--- config.mk ---
export PLATFORM = sky130hd
export DESIGN_NAME = idle_clk_div
export DESIGN_NICKNAME = d
export VERILOG_FILES = /design/src/rtl/idle_clk_div.sv
export SDC_FILE = /design/constraint.sdc
export NUM_CORES = 1
export LEC_CHECK = 0
export ABC_CLOCK_PERIOD_IN_PS = 2400
export CAP_MARGIN = 0
export CORE_MARGIN = 10
export CORE_UTILIZATION = 55
export DETAILED_ROUTE_END_ITERATION = 16
export DONT_BUFFER_PORTS = 1
export PLACE_DENSITY = 0.7
export SLEW_MARGIN = 20
export SYNTH_ARGS = -nofsm -noshare
export SYNTH_HDL_FRONTEND = slang
export SYNTH_SLANG_ARGS = --single-unit
export TNS_END_PERCENT = 100
--- constraint.sdc ---
create_clock -name clk -period 2.4 [get_ports clk]
set_input_delay 0.36 -clock clk [delete_from_list [all_inputs] [get_ports clk]]
set_output_delay 0.36 -clock clk [all_outputs]
set_load 0.01 [all_outputs]
--- src/rtl/idle_clk_div.sv ---
module idle_clk_div #(
  parameter int IRQ_W = 8,
  parameter int BASE_LOG2 = 4,
  parameter int CODE_W = 2
) (
  input  logic             clk,
  input  logic             rst_n,
  input  logic             idle_req,
  input  logic             div_en,
  input  logic [CODE_W-1:0] div_code,
  input  logic [IRQ_W-1:0] irq_pend,
  input  logic [IRQ_W-1:0] irq_enable,
  output logic             core_ce,
  output logic             idle_active,
  output logic             wake
);

  localparam int MAX_CODE = (1 << CODE_W) - 1;
  localparam int CNT_W = BASE_LOG2 + MAX_CODE;

  typedef enum logic [1:0] {ST_RUN, ST_PLAIN, ST_DIV} st_e;

  st_e             st;
  logic [CNT_W-1:0] cnt;
  logic [CNT_W-1:0] lim;
  logic            wake_q;
  logic            hit;
  logic            tick;
  logic [CNT_W-1:0] lim_nx;

  assign hit    = |(irq_pend & irq_enable);
  assign tick   = (st == ST_DIV) && (cnt == lim);
  assign lim_nx = {CNT_W{1'b1}} >> (CODE_W'(MAX_CODE) - div_code);

  always_ff @(posedge clk or negedge rst_n) begin
    if (!rst_n) begin
      st     <= ST_RUN;
      cnt    <= '0;
      lim    <= '0;
      wake_q <= 1'b0;
    end else begin
      wake_q <= 1'b0;
      case (st)
        ST_RUN: begin
          if (idle_req && !hit) begin
            st  <= div_en ? ST_DIV : ST_PLAIN;
            cnt <= '0;
            lim <= lim_nx;
          end
        end
        ST_PLAIN: begin
          if (hit) begin
            st     <= ST_RUN;
            wake_q <= 1'b1;
          end
        end
        ST_DIV: begin
          if (tick && hit) begin
            st     <= ST_RUN;
            wake_q <= 1'b1;
            cnt    <= '0;
          end else begin
            cnt <= tick ? '0 : cnt + 1'b1;
          end
        end
        default: st <= ST_RUN;
      endcase
    end
  end

  assign core_ce     = ((st == ST_RUN) && !wake_q) || (st == ST_PLAIN) || tick;
  assign idle_active = (st != ST_RUN);
  assign wake        = wake_q;

  p_wake_single_r7: assert property (@(posedge clk) disable iff (!rst_n)
    wake |=> !wake);
  p_wake_idle_fall_r7: assert property (@(posedge clk) disable iff (!rst_n)
    wake |-> (!idle_active && $past(idle_active)));
  p_wake_ce_gap_r7: assert property (@(posedge clk) disable iff (!rst_n)
    wake |=> core_ce);
  p_plain_wake_r3: assert property (@(posedge clk) disable iff (!rst_n)
    (st == ST_PLAIN && hit) |=> wake);
  p_div_sparse_r4: assert property (@(posedge clk) disable iff (!rst_n)
    (st == ST_DIV && core_ce) |=> !core_ce);
  p_div_wake_tick_r5: assert property (@(posedge clk) disable iff (!rst_n)
    (wake && $past(st == ST_DIV)) |-> $past(tick));
  p_cnt_bound_r5: assert property (@(posedge clk) disable iff (!rst_n)
    (st == ST_DIV) |-> (cnt <= lim));
  p_masked_hold_r6: assert property (@(posedge clk) disable iff (!rst_n)
    (idle_active && !hit) |=> idle_active);
  p_req_ignored_r8: assert property (@(posedge clk) disable iff (!rst_n)
    (!idle_active && idle_req && hit) |=> !idle_active);

endmodule

# Word level (Yosys, flattened, before mapping)
# Cells that the tools add are included.
# Widths: inputs -> output; s select.
# totals
ram_bits,0
latchBits,0
output_inout_bits,3
mem_count,0
in_bits,22
regBits,17
wordCells,41
rom_bits,0
# classes
mul,0
n_lt_le_gt_ge,0
shift,1
n_eq_ne,6
n_div,0
n_addsub,2
bitwise,1
mux,12
reduce_logical,15
# ops
cell,n
$mux 7,3
$pmux 7 s2,1
$and 8x8->8,1
$mux 2,4
$reduce_or 8->1,1
$add 7x1->7 const B,1
$eq 7x7->1,1
$shr 7x2->7 const A,1
$pmux 2 s3,1
$logic_and 1x1->1,4
$ne 2x2->1 const B,2
$reduce_and 2->1,2
$reduce_bool 2->1,2
$reduce_and 3->1,1
$eq 2x1->1 const B,1
$eq 2x2->1 const B,1
$logic_not 1->1,2
$logic_not 2->1,1
$logic_or 1x1->1,2
$mux 1,2
$ne 2x1->1 const B,1
$pmux 1 s2,1
$sub 2x2->2 const A,1

# Longest topological paths before layout
# Gate-level depths: netlist (run 1).
# logic_depth
depth_word,6
ltp_mapped,7
ltp_nobuf,6

# Worst setup path after synthesis (run 1)
# Ideal clock, no wire load.
# synth_timing
kind,register to output
start,register cnt[1]
end,output port core_ce
required_time_ps,2040
n_path_buf,0
arrival_ps,1330
setup_slack_ps,710
stages_incl_launch_ff,5
path_cell_list,dfrtp_1 > or4_1 > o22ai_2 > a31oi_1 > o21ai_0
# synth_between
elab_chain_len,3
# synth_lines
item,line_no,rtl
from (decl),24,logic [CNT_W-1:0] cnt;
from (signal assigned),63,cnt <= tick ? '0 : cnt + 1'b1;
$eq 7x7->1,32,assign tick = (st == ST_DIV) && (cnt == lim);
$logic_and 1x1->1,32,
$logic_or 1x1->1,71,assign core_ce = ((st == ST_RUN) && !wake_q) || (st == ST_PLAIN) || tick;
to (decl),13,"output logic core_ce,"
# Every way passes these cells.

# Worst setup path after layout (run 1)
# Ends and elaborated chain as after synthesis.

==> summary.txt, run 1 <==
I/O Pins = 25
Final HPWL DP = 1391 um
vias in the first global route = 684
CP startpoint = cnt[1]
P_leak = 0.4213 nW
area grow syn2layout = 7.370%
DIE WIDTH = 59.68 um
Setup crit end kind = primary output
die area = 0.003561 mm2
Finished Core Util = 0.6244
Max Slew Vio Count = 0
number of routed nets with antenna violations = 0
max cap viols = 0
largest net degree at the start of global routing = 15
hold depth = 1
RSZ-0062 raised after global routing = no
Fmax = 0.4816 GHz
Placeable Area = 0.001489 mm2
clk_lat worst skew = 0.28 ns
via/cell ratio = 6.298
port bufs = 0
starting density of the core = 0.5815
Post-Route WL = 1704 um
GRT Total Usage = 0.1023
Syn Area/Cell = 10.31 um2
post-synth top area share = 0.4046
synthesized flop and latch total = 14
final hold vios = 0
setup_tns = 0 ns
async set-reset flop share out of synthesis = 1.000
PwrDens = 911.0 mW/mm2
RePlAce Congestion = 0.7433
Clock Sinks = 14
first-pass GRT wire length = 2884 um
R2R depth = 5
CTS root buffer = clkbuf_4
Die H = 59.68 um
synthesized area = 865.8 um2
iteration-0 DRC count of the detailed router = 16
DRT Pass-1 Iters = 4
CTS tree = yes
vias = 655
Required @ worst endpoint = 2.04 ns
Yosys top cell by area = dfrtp_1
Syn Inst Count = 84
final period utilization = 0.8652
clock buffer depth = 2
std cell rows = 14
Crit Path Class = reg -> out
Post-CTS Resized = 0
Remaining DRCs = 0
gr ovfl total = 0
worst-path fanout max = 5
sequential area share after synthesis = 0.4046
Post-Syn Nets = 110
Avg WL per Cell = 16.38 um
top cells by area, synth = dfrtp_1 (40%), ha_1 (5.8%), a22o_1 (5.1%)
Yosys warning count = 0
Yosys cell types = 34
Endpoint, Worst Hold = st[0]
Ant. Diodes = 0
NumNets Final = 115
final setup vio count = 0
r2r startpoint = cnt[1]
min-delay worst type = in -> reg
hold path start = div_en
Crit path arrival time = 1.72 ns
H-tree levels = 1
initial antenna violation count = 0
critical path startpoint category = flip-flop
Setup Skew = 0.002974 ns
ratio of cells with drive above 1 in the final layout = 0.1705
worst vdd ir = 0.0004517 V
status = finished clean
actual slew at the worst max-slew pin = 0.6370 ns
Tmin final = 2.077 ns
ys flop type = dfrtp_1
slew margin rel. = 0.5740
reg-to-reg endpoint = cnt[3]
Worst-path clk slew = 0.08 ns
CTS buffer count = 3
Post-synth EDFFs = 0
Commonest cells post-synth = dfrtp_1 (14), nor2b_1 (6)
most frequent cell after synthesis = dfrtp_1
worst reg-to-reg setup slack = 0.62 ns
power by group:
part	leakage, nW	internal [mW]	switching (mW)
Combinational	0.217	0.152	0.187
Clock	0.0210	0.0923	0.0768
Sequential	0.183	0.292	0.0473
Total	0.421	0.536	0.311
worst max-delay path, stage by stage, from the launching register on:
cell and delay (ns):
dfrtp_1 0.42, or4_1 0.54, o22ai_2 0.17, a31oi_1 0.13, o21ai_0 0.18
registers in the layout, summed over array words and instances, names as in the netlist:
name and cells:
cnt 7, st 2, lim 4, wake 1
logic make-up (layout without fill, tap and decap cells):
kind of cell | Yosys count | in the layout | share of synthesized area
adder cells (fa/ha/maj) | 4 | 4 | 0.05781
multiplexers | 2 | 2 | 0.02601
AO/OA/AOI/OAI | 27 | 27 | 0.2645
AND/OR/NAND/NOR | 27 | 27 | 0.1835
buffers and inverters | 7 | 11 | 0.03323
flip-flops | 14 | 14 | 0.4046
XOR/XNOR | 3 | 3 | 0.03035
per-layer routing:
metal	vias up	part of all wire	global-route usage
li1	322	-	-
met1	317	0.44	0.1198
met2	12	0.49	0.1632
met3	4	0.064	0.03390
met4	0	0.010	0.04808
met5	-	0	0
final cells by class:
cell class                 count  area (um2)
fill                         125       559.3
multi-input combinational     63       486.7
clock buffer                   4       36.28
tap                           16       20.02
sequential                    14       350.3
inverter                       5       18.77
timing repair buffer           2       17.52
how the worst max path moves through the flow:
stage | end | slack (ns) | cells past startpoint
2_1_floorplan | core_ce | 0.71 | 4
3_5_place_dp | core_ce | 0.62 | 4
5_1_grt | core_ce | 0.21 | 4
4_1_cts | core_ce | 0.31 | 4
6_report | core_ce | 0.32 | 4
3_3_place_gp | cnt[0] | 0.65 | 5
cell usage in the layout, fill, tap and decap left out, drive strengths merged:
| cell | n |
|---|---|
| o21ai | 7 |
| a22o | 5 |
| or2 | 1 |
| nand3 | 3 |
| mux2 | 2 |
| ha | 4 |
| nand2 | 5 |
| and3 | 5 |
| a22oi | 4 |
| and4 | 1 |
| o2bb2ai | 1 |
| or4 | 1 |
| dfrtp | 14 |
| inv | 5 |
| a21bo | 1 |
| o22ai | 1 |
| a41o | 1 |
| clkbuf | 4 |
| a31oi | 1 |
| nor2 | 4 |
| nor3 | 1 |
| a31o | 1 |
| dlygate4sd3 | 1 |
| nor2b | 6 |
| o211ai | 1 |
| o31ai | 1 |
| a21oi | 1 |
| buf | 1 |
| xor2 | 3 |
| a32o | 1 |
| a41oi | 1 |
timing repair:
item                      in CTS  in global routing
hold buffers                   1                  0
hold endpoints to repair      14                  0
buffers inserted               0                  0
stage by stage:
step                power (mW)  setup slack [ns]  instances  hold slack [ns]  cell area (um2)
global route            0.9153            0.2077        104           0.1407            929.6
detailed placement      0.6823            0.6197         99          0.06494            883.3
global placement        0.6742            0.6483         99          0.06487            883.3
CTS                     0.8578            0.3128        104           0.1446            929.6
finish                  0.8469            0.3234        104           0.1534            929.6
floorplan               0.6211            0.7101         84          0.06441            865.8
Power figures use the tool's default switching activity.
==> run 2, diff against run 1 <==
- ABC_AREA: unset -> 1
==> summary.txt, run 2 <==
status = finished clean
DIE WIDTH = 60.95 um (+2.1%)
min-delay worst type = in -> reg
async set-reset flop share out of synthesis = 1.000 (unchanged)
most common cell after layout, fill and taps aside = nand2_1
area grow syn2layout = 4.613%
Remaining DRCs = 0 (unchanged)
Clock Sinks = 14 (unchanged)
most frequent cells in the layout = nand2_1 (43), dfrtp_1 (14), inv_1 (12)
iteration-0 DRC count of the detailed router = 10 (-6)
XOR/XNOR share of the synthesized area = 0.03799 (+0.007645)
worst vdd ir = 0.0005566 V (+23%)
Commonest cells post-synth = nand2_1 (43), dfrtp_1 (14), inv_1 (12), nor2_1 (11)
multi-input logic area = 509.2 um2 (+4.6%)
Post-synth EDFFs = 0 (unchanged)
CP endpoint = core_ce
vias = 777 (+19%)
Psw = 371.1 uW (+19%)
Biggest register = cnt
Setup crit end kind = primary output
initial antenna violation count = 0 (unchanged)
main combinational cell family by area after synthesis = simple AND/OR/NAND/NOR gates
post-synth top area share = 0.3799 (-0.02471)
sequential area share after synthesis = 0.3799 (-0.02471)
number of routed nets with antenna violations = 0 (unchanged)
CP startpoint = st[0]
Max Slew Vio Count = 0 (unchanged)
NumNets Final = 159 (+38%)
top cells by area, synth = dfrtp_1 (38%), nand2_1 (18%), ha_1 (5.4%)
Levels on crit path = 6 (+2)
I/O Pins = 25 (unchanged)
actual slew at the worst max-slew pin = 0.6405 ns (+0.003520 ns)
Fmax = 0.5184 GHz (+7.7%)
final hold vios = 0 (unchanged)
die area = 0.003714 mm2 (+4.3%)
Critical path buffers and inverters = 1 (+1)
Seq pwr share = 0.417 (+0.017)
ratio of cells with drive above 1 in the final layout = 0.1298 (-0.04068)
ys flop type = dfrtp_1
final setup vio count = 0 (unchanged)
CTS buffer count = 3 (unchanged)
Comb pwr share = 0.437 (+0.037)
Setup WS pre-CTS = 0.7557 ns (+0.1359 ns)
vias in the first global route = 754 (+10%)
RePlAce Congestion = 0.7672 (+3.2%)
Die H = 60.95 um (+2.1%)
CTS root buffer = clkbuf_4
max cap viols = 0 (unchanged)
post-synthesis compound-gate area fraction = 0.07598 (-0.1885)
final period utilization = 0.8037 (-0.06155)
RSZ-0062 raised after global routing = no
worst-path fanout max = 8 (+3)
Yosys warning count = 0 (unchanged)
Post-Route WL = 1806 um (+6.0%)
Tmin final = 1.929 ns (-0.1477 ns)
Syn Area/Cell = 7.148 um2 (-31%)
r2r startpoint = st[0]
largest net degree at the start of global routing = 15 (unchanged)
Required @ worst endpoint = 2.04 ns (about the same)
post-synthesis mux area share = 0 (-0.02601)
Crit Path Class = reg -> out
slowest CP cell = dfrtp_1
GRT Total Usage = 0.1088 (+0.006519)
Setup Skew = 0.0003772 ns (-0.002597 ns)
Top Registers = cnt: 7 flops, lim: 4 flops, st: 2 flops
Ant. Diodes = 0 (unchanged)
max FFs per register = 7 (unchanged)
Placeable Area = 0.001541 mm2 (+3.5%)
Yosys top cell by area = dfrtp_1
H-tree levels = 1 (unchanged)
setup_tns = 0 ns (unchanged)
via/cell ratio = 5.286 (-16%)
Post-Syn Nets = 155 (+41%)
starting density of the core = 0.5982 (+0.01670)
most frequent cell after synthesis = nand2_1
Avg WL per Cell = 12.29 um (-25%)
slew margin rel. = 0.5716 (-0.002355)
Switching Share = 0.4277 (+0.06016)
port bufs = 0 (unchanged)
Post-CTS Resized = 0 (unchanged)
synthesized flop and latch total = 14 (unchanged)
clock network fraction of total power = 0.147 (-0.053)
crit-path max cell delay = 0.40 ns (-0.14 ns)
PwrDens = 899.3 mW/mm2 (-1.3%)
CTS tree = yes
crit-path cells = inv_1 -> ha_1 -> nand2_1 -> nor2_1 -> nand3_2 -> o211ai_1
Synth Area in Simple Gates = 0.3840 (+0.2005)
synthesized area = 922.1 um2 (+6.5%)
P_int = 496.5 uW (-7.3%)
std cell rows = 14 (unchanged)
reg-to-reg endpoint = st[0]
gr ovfl total = 0 (unchanged)
Crit path arrival time = 1.57 ns (-0.15 ns)
Final HPWL DP = 1492 um (+7.3%)
Top delay family on crit path = flip-flops
total power = 867.5 uW (+2.4%)
critical path startpoint category = flip-flop
FF+latch area = 350.3 um2 (unchanged)
R2R depth = 9 (+4)
Yosys cell types = 19 (-44%)
fill cell count = 145 (+16%)
worst reg-to-reg setup slack = 0.86 ns (+0.24 ns)
Adder-Cell Fraction of Synth Area = 0.05427 (-0.003529)
first-pass GRT wire length = 3105 um (+7.7%)
DRT Pass-1 Iters = 4 (unchanged)
clock buffer depth = 2 (unchanged)
min setup slack post-route = 0.4711 ns (+0.1477 ns)
clk_lat worst skew = 0.27 ns (about the same)
P_leak = 0.4733 nW (+12%)
Syn Inst Count = 129 (+54%)
Worst-path clk slew = 0.07 ns (about the same)
## run 2: worst min path at each step
| stage | start | end | slack (ns) | cells after the start |
|---|---|---|---|---|
| 3_3_place_gp | rst_n | cnt[0] | 0.06 | 0 |
| 6_report | div_code[1] | lim[5] | 0.21 | 2 |
| 4_1_cts | div_code[1] | lim[5] | 0.21 | 2 |
| 5_1_grt | div_code[1] | lim[5] | 0.22 | 2 |
| 3_5_place_dp | rst_n | cnt[0] | 0.06 | 0 |
| 2_1_floorplan | rst_n | cnt[0] | 0.06 | 0 |
## run 2: cell type report
cell class	instances	area share
multi-input combinational	99	0.5279
inverter	14	0.05447
timing repair buffer	1	0.01038
clock buffer	3	0.02335
tap	16	0.02075
sequential	14	0.3632
## run 2: repair_timing
item                                   CTS  global route
buffers inserted                         0             0
hold buffers                             1             0
endpoints found under the hold margin   14             0
## run 2: through the flow
stage / cell area, um2 / utilization / hold slack (ns) / std cells
2_1_floorplan: 922.1 / - / 0.06441 / 129
3_3_place_gp: 932.1 / 0.6047 / 0.06488 / 143
3_5_place_dp: 932.1 / 0.6047 / 0.06487 / 143
4_1_cts: 964.7 / 0.6258 / 0.2079 / 147
5_1_grt: 964.7 / 0.6258 / 0.2180 / 147
6_report: 964.7 / 0.6258 / 0.2114 / 147
## run 2: power groups by stage
stage / sequential, mW / clock [mW] / combinational (mW)
after floorplan: 0.351 / 0 / 0.319
after global placement: 0.364 / 0 / 0.373
after detailed placement: 0.367 / 0 / 0.375
after CTS: 0.362 / 0.132 / 0.384
after global routing: 0.374 / 0.147 / 0.447
final: 0.361 / 0.127 / 0.379
## run 2: worst reg2reg max path: stages, from the launching register on
cell and delay [ns]:
dfrtp_1 0.40, inv_1 0.08, ha_1 0.30, nand2_1 0.08, nor2_1 0.13, nand3_2 0.13, nand2_2 0.11, nand3_2 0.08
nand2_1 0.08, nand2_1 0.04
## run 2: kinds of logic after synthesis
group / Yosys count
simple gates: 78
buf+inv: 16
flops: 14
compound gates: 13
xor+xnor: 4
fa+ha+maj: 4
## run 2: routing by layer
layer	GRT usage	wire length, um
met5	0	0
met4	0.05643	38
met3	0.03132	87
met2	0.1557	793
met1	0.1437	887
